--- src/rtl/uart_rxst_pkg.sv ---
package uart_rxst_pkg;
  localparam int unsigned REG_W  = 4;
  localparam int unsigned NFLAGS = 3;
  // bit positions in the status register
  localparam int unsigned B_EN   = 0;
  localparam int unsigned B_OVR  = 1;
  localparam int unsigned B_BRK  = 2;
  localparam int unsigned B_FRM  = 3;

  typedef struct packed {
    logic frm;
    logic brk;
    logic ovr;
  } rx_events_t;
endpackage

--- src/rtl/rxst_detect.sv ---
module rxst_detect #(
  parameter int unsigned DATA_W = 8
) (
  input  logic              frame_done,
  input  logic              stop_bit,
  input  logic [DATA_W:0]   rx_bits,
  input  logic              mode9,
  input  logic              ri,
  output uart_rxst_pkg::rx_events_t ev
);
  localparam int unsigned FULL_W = DATA_W + 1;

  logic low_zero;
  logic ext_zero;
  logic all_zero;

  assign low_zero = (rx_bits[DATA_W-1:0] == '0);
  // top data bit only counts for the long frame format
  assign ext_zero = mode9 ? ~rx_bits[FULL_W-1] : 1'b1;
  assign all_zero = low_zero & ext_zero;

  always_comb begin
    ev.frm = frame_done & ~stop_bit;
    ev.brk = frame_done & ~stop_bit & all_zero;
    ev.ovr = frame_done & ri;
  end
endmodule

--- src/rtl/rxst_flags.sv ---
module rxst_flags
  import uart_rxst_pkg::*;
(
  input  logic             clk,
  input  logic             rst,
  input  rx_events_t       ev,
  input  logic             reg_wr,
  input  logic [REG_W-1:0] reg_wdata,
  output logic [REG_W-1:0] stat_q,
  output logic [REG_W-1:0] stat_d
);
  logic [NFLAGS-1:0] set_vec;
  assign set_vec = {ev.frm, ev.brk, ev.ovr};

  assign stat_d[B_EN] = reg_wr ? reg_wdata[B_EN] : stat_q[B_EN];

  for (genvar g = 0; g < NFLAGS; g++) begin : g_flag
    localparam int unsigned POS = g + 1;
    logic clr;
    assign clr = reg_wr & ~reg_wdata[POS];
    // hardware set has priority over software clear
    assign stat_d[POS] = set_vec[g] | (stat_q[POS] & ~clr);
  end

  always_ff @(posedge clk) begin
    if (rst) stat_q <= '0;
    else     stat_q <= stat_d;
  end

  AST_FRM_SET: assert property (@(posedge clk) disable iff (rst)
    ev.frm |=> stat_q[B_FRM]);
  AST_BRK_WITH_FRM: assert property (@(posedge clk) disable iff (rst)
    $rose(stat_q[B_BRK]) |-> stat_q[B_FRM]);
  AST_OVR_SET: assert property (@(posedge clk) disable iff (rst)
    ev.ovr |=> stat_q[B_OVR]);
  AST_STICKY: assert property (@(posedge clk) disable iff (rst)
    !reg_wr |=> ((stat_q[3:1] & $past(stat_q[3:1])) == $past(stat_q[3:1])));
  AST_EN_HOLD: assert property (@(posedge clk) disable iff (rst)
    !reg_wr |=> $stable(stat_q[B_EN]));
  AST_SET_WINS: assert property (@(posedge clk) disable iff (rst)
    (reg_wr && ev.brk) |=> stat_q[B_BRK]);
endmodule

--- src/rtl/rxst_irq.sv ---
module rxst_irq
  import uart_rxst_pkg::*;
(
  input  logic             clk,
  input  logic             rst,
  input  logic             ri,
  input  logic             ti,
  input  logic [REG_W-1:0] stat_d,
  output logic             rx_irq,
  output logic             tx_irq
);
  logic err_any;
  assign err_any = |stat_d[REG_W-1:1];

  always_ff @(posedge clk) begin
    if (rst) begin
      rx_irq <= 1'b0;
      tx_irq <= 1'b0;
    end else begin
      rx_irq <= ri | (stat_d[B_EN] & err_any);
      tx_irq <= ti;
    end
  end

  AST_RI_IRQ: assert property (@(posedge clk) disable iff (rst)
    ri |=> rx_irq);
  AST_TX_FOLLOW: assert property (@(posedge clk) disable iff (rst)
    ti |=> tx_irq);
  AST_TX_QUIET: assert property (@(posedge clk) disable iff (rst)
    !ti |=> !tx_irq);
endmodule

--- src/rtl/uart_rx_status.sv ---
module uart_rx_status
  import uart_rxst_pkg::*;
#(
  parameter int unsigned DATA_W = 8
) (
  input  logic              clk,
  input  logic              rst,
  input  logic              frame_done,
  input  logic              stop_bit,
  input  logic [DATA_W:0]   rx_bits,
  input  logic              mode9,
  input  logic              ri,
  input  logic              ti,
  input  logic              reg_wr,
  input  logic [REG_W-1:0]  reg_wdata,
  output logic [REG_W-1:0]  status,
  output logic              rx_irq,
  output logic              tx_irq
);
  rx_events_t       ev;
  logic [REG_W-1:0] stat_d;

  rxst_detect #(.DATA_W(DATA_W)) i_detect (
    .frame_done(frame_done),
    .stop_bit  (stop_bit),
    .rx_bits   (rx_bits),
    .mode9     (mode9),
    .ri        (ri),
    .ev        (ev)
  );

  rxst_flags i_flags (
    .clk      (clk),
    .rst      (rst),
    .ev       (ev),
    .reg_wr   (reg_wr),
    .reg_wdata(reg_wdata),
    .stat_q   (status),
    .stat_d   (stat_d)
  );

  rxst_irq i_irq (
    .clk   (clk),
    .rst   (rst),
    .ri    (ri),
    .ti    (ti),
    .stat_d(stat_d),
    .rx_irq(rx_irq),
    .tx_irq(tx_irq)
  );

  AST_RESET_CLEAN: assert property (@(posedge clk)
    rst |=> (status == '0 && !rx_irq && !tx_irq));
endmodule

--- config.mk ---
export PLATFORM = sky130hd
export DESIGN_NAME = uart_rx_status
export DESIGN_NICKNAME = d
export VERILOG_FILES = /design/src/rtl/uart_rxst_pkg.sv /design/src/rtl/rxst_detect.sv /design/src/rtl/rxst_flags.sv /design/src/rtl/rxst_irq.sv /design/src/rtl/uart_rx_status.sv
export SDC_FILE = /design/constraint.sdc
export NUM_CORES = 1
export LEC_CHECK = 0
export BUFFER_PORTS_ARGS = -buffer_cell sky130_fd_sc_hd__buf_2
export CAP_MARGIN = 25
export CORE_AREA = 2 2 39 41
export DETAILED_ROUTE_END_ITERATION = 10
export DIE_AREA = 0 0 41 43
export GPL_ROUTABILITY_DRIVEN = 0
export MAX_ROUTING_LAYER = met4
export SETUP_SLACK_MARGIN = 0.05
export SYNTH_ARGS = -nofsm -noshare
export SYNTH_HDL_FRONTEND = slang
export SYNTH_SLANG_ARGS = --single-unit
--- constraint.sdc ---
create_clock -name clk -period 1.15 [get_ports clk]
set_clock_uncertainty 0.2 [all_clocks]
set_input_delay 0.115 -clock clk [delete_from_list [all_inputs] [get_ports clk]]
set_output_delay 0.115 -clock clk [all_outputs]
set_load 0.01 [all_outputs]
==> results.cfg <==
[clock_tree]
cts_setup_buffers = 0
numCtsBuffers = 3
insertion_delay_ns = 0.25
cts_tree = done
hold_buffers = 7
ctsRootBufferMaster = clkbuf_4
clockBufferDepth = 2
htree_levels = 1
cts_sinks = 6
clk_pin_slew_worst_paths_ns = 0.04

[sta]
finalCritPeriodShare = 1.01
drv_slew = 0
clock.fmax_mhz = 857
hold_violations = 2
min_period_ns = 1.17
slew_headroom = 0.834
rsz0062_at_grt = yes
finalWorstSetupSlack_ns = -0.0172
worst_slew_pin_slew_ns = 0.247
hold-worst-slack_ns = -0.0697
setup_viol = 1

[yosys]
synth_cell_types = 17
synth_nets = 50
synth_mux_area_frac = 0.0431
synth_xor_area_frac = 0
synth_top_family_by_area = compound AO/OA/AOI/OAI gates
synth_fa_ha_area_frac = 0
syn_inst = 29
yosys.area_share.simple = 0.215
ys_seq_area_frac = 0.459
synth_area_um2 = 262
synth.avg_cell_area_um2 = 9.02
yosysWarnings = 0
ys_seq_elements = 6
synth_compound_area_frac = 0.254

[floorplanning]
core_um2 = 1380
die_w_um = 41
start_util = 0.189
rows = 14
io_pins = 27
dieArea_um2 = 1760
die-height_um = 43

[global_routing]
gr-total-overflow = 0
grt_max_degree = 5
grt_pass1_vias = 337
track_usage = 0.121
antenna_found_initial = 0
grt_pass1_wl_mm = 1.24

[power]
pwr-share-seq = 0.426
clkPwrFrac = 0.363
switching_share = 0.226
power.density_nw_per_um2 = 966
p_leak_nw = 0.269
p_switching_w = 0.000119
vdd_drop_max_mv = 0.568
p_comb_frac = 0.211
internal-power_w = 0.000406
power_w = 0.000525

[critical_path]
cp-startpoint = i_flags.stat_q[1]
worstPathMaxFanout = 2
crit_required_ns = 1.07
critPathBufInv = 0
critPathMaxStageDelay_ns = 0.31
r2r_start = i_flags.stat_q[1]
critPathLaunchType = flip-flop
crit_arrival_ns = 1.09
crit_path_cell_trace = or2_0 -> a221oi_2 -> a31oi_1
cp-end-kind = flip-flop
slowest_stage = dfxtp_2
crit_type = flip-flop to flip-flop
critPathTopFamily = flip-flops

[place]
dp_slack_ns = -0.00801
dp_cells = 73
io_buffers = 26

[detailed_routing]
firstDrtPassIters = 4
wl_met3_um = 100
top_layer = met4
via_per_inst = 4.34
vias = 360
wl_um = 762
met1_length_um = 272
antenna_left = 0
first_iter_violations = 5
wl_per_cell_um = 9.18
wl_met2_um = 370
drc_errors = 0

[flow_run]
drv_cap = 0

[finish]
final_cell_count_no_fill = 83
final_core_utilization = 0.392
drive_gt1_frac = 0.537
antenna_cells = 0
area_delta_synth_final_pct = 108
fillers = 139
nNetsFinal = 90

[status]
status = finished with violations
violations = negative hold slack, negative setup slack

[hold_path]
min_path_type = input pin to flip-flop
min-delay-start = rx_bits[0]
==> cells in the mapped netlist <==
master | instances | area (um2)
dfxtp_1 | 6 | 120
a21oi_1 | 3 | 15.0
o21ai_0 | 3 | 15.0
inv_1 | 2 | 7.51
nand2_1 | 2 | 7.51
nor2b_1 | 2 | 12.5
a211oi_1 | 1 | 7.51
a221oi_2 | 1 | 15.0
a31oi_1 | 1 | 6.26
and2_1 | 1 | 6.26
mux2_2 | 1 | 11.3
nand2b_1 | 1 | 6.26
nand4_1 | 1 | 6.26
nor3_1 | 1 | 5.00
nor4_1 | 1 | 6.26
o211ai_1 | 1 | 7.51
or2_0 | 1 | 6.26
==> layout by cell type (no fill, tap or decap), drive strengths merged <==
cell type	netlist	layout
and2	1	1
nor4	1	1
clkbuf	0	3
nand4	1	1
mux2	1	1
a221oi	1	1
o211ai	1	1
a21oi	3	3
o21ai	3	3
buf	0	28
nor3	1	1
nor2b	2	2
nand2	2	2
dfxtp	6	6
or2	1	1
inv	2	2
dlygate4sd3	0	7
nand2b	1	1
a31oi	1	1
a211oi	1	1
==> worst register-to-register path: cells and delay by family (launching register included) <==
family	cells	cell delay, ns
AO/OA/AOI/OAI	2	0.31
flip-flops	1	0.31
AND/OR/NAND/NOR	1	0.22
==> flip-flops by register name (all words and copies together) (netlist names) <==
register and count:
i_irq.tx_irq 1, i_irq.rx_irq 1, i_flags.stat_q 4
==> path summary, 6_finish.rpt <==
kind	end	slack [ns]	depth (start not counted)
setup reg to reg	i_irq.rx_irq	-0.02	3
hold reg to reg	i_flags.stat_q[3]	0.32	2
hold / removal	i_flags.stat_q[2]	-0.07	4
setup / recovery	i_irq.rx_irq	-0.02	3
==> repair_timing <==
action	in CTS	in global routing
cloned	0	0
hold endpoints to repair	5	2
gates resized for setup	3	1
setup endpoints to repair	3	5
==> per-layer routing <==
metal  vias up  track usage
met4         0       0.0800
li1        183            -
met2        26        0.163
met3         4       0.0942
met1       147        0.114
met5         -            -
==> power by group through the flow <==
stage	registers, W	logic (W)	clock network, W
final	0.000224	0.000111	0.000190
after global routing	0.000224	0.000122	0.000220
after CTS	0.000224	0.000110	0.000197
after detailed placement	0.000227	0.0000890	0
after global placement	0.000227	0.0000880	0
after floorplan	0.000234	0.0000262	0
==> cell families (layout without fill, tap and decap cells) <==
group / Yosys count / count (layout)
DFF: 6 / 6
muxes: 1 / 1
AOI/OAI and AO/OA: 10 / 10
buffers and inverters: 2 / 40
and+or+nand+nor: 10 / 10
==> area by class of cell <==
cell class / count / area, um2 / share of cell area
multi-input cells: 21 / 139 / 0.256
repair buffers: 35 / 231 / 0.426
clock buffers: 3 / 22.5 / 0.0415
flip-flops and latches: 6 / 123 / 0.226
inverters: 2 / 7.51 / 0.0138
well taps: 16 / 20.0 / 0.0369
==> per-stage QoR <==
stage / TNS [ns] / cell area, um2
floorplan: -0.0180 / 264
global placement: -0.000711 / 429
detailed placement: -0.00801 / 429
CTS: -0.0160 / 538
global route: -0.0613 / 543
finish: -0.0172 / 543
(Power assumes the default switching activity.)
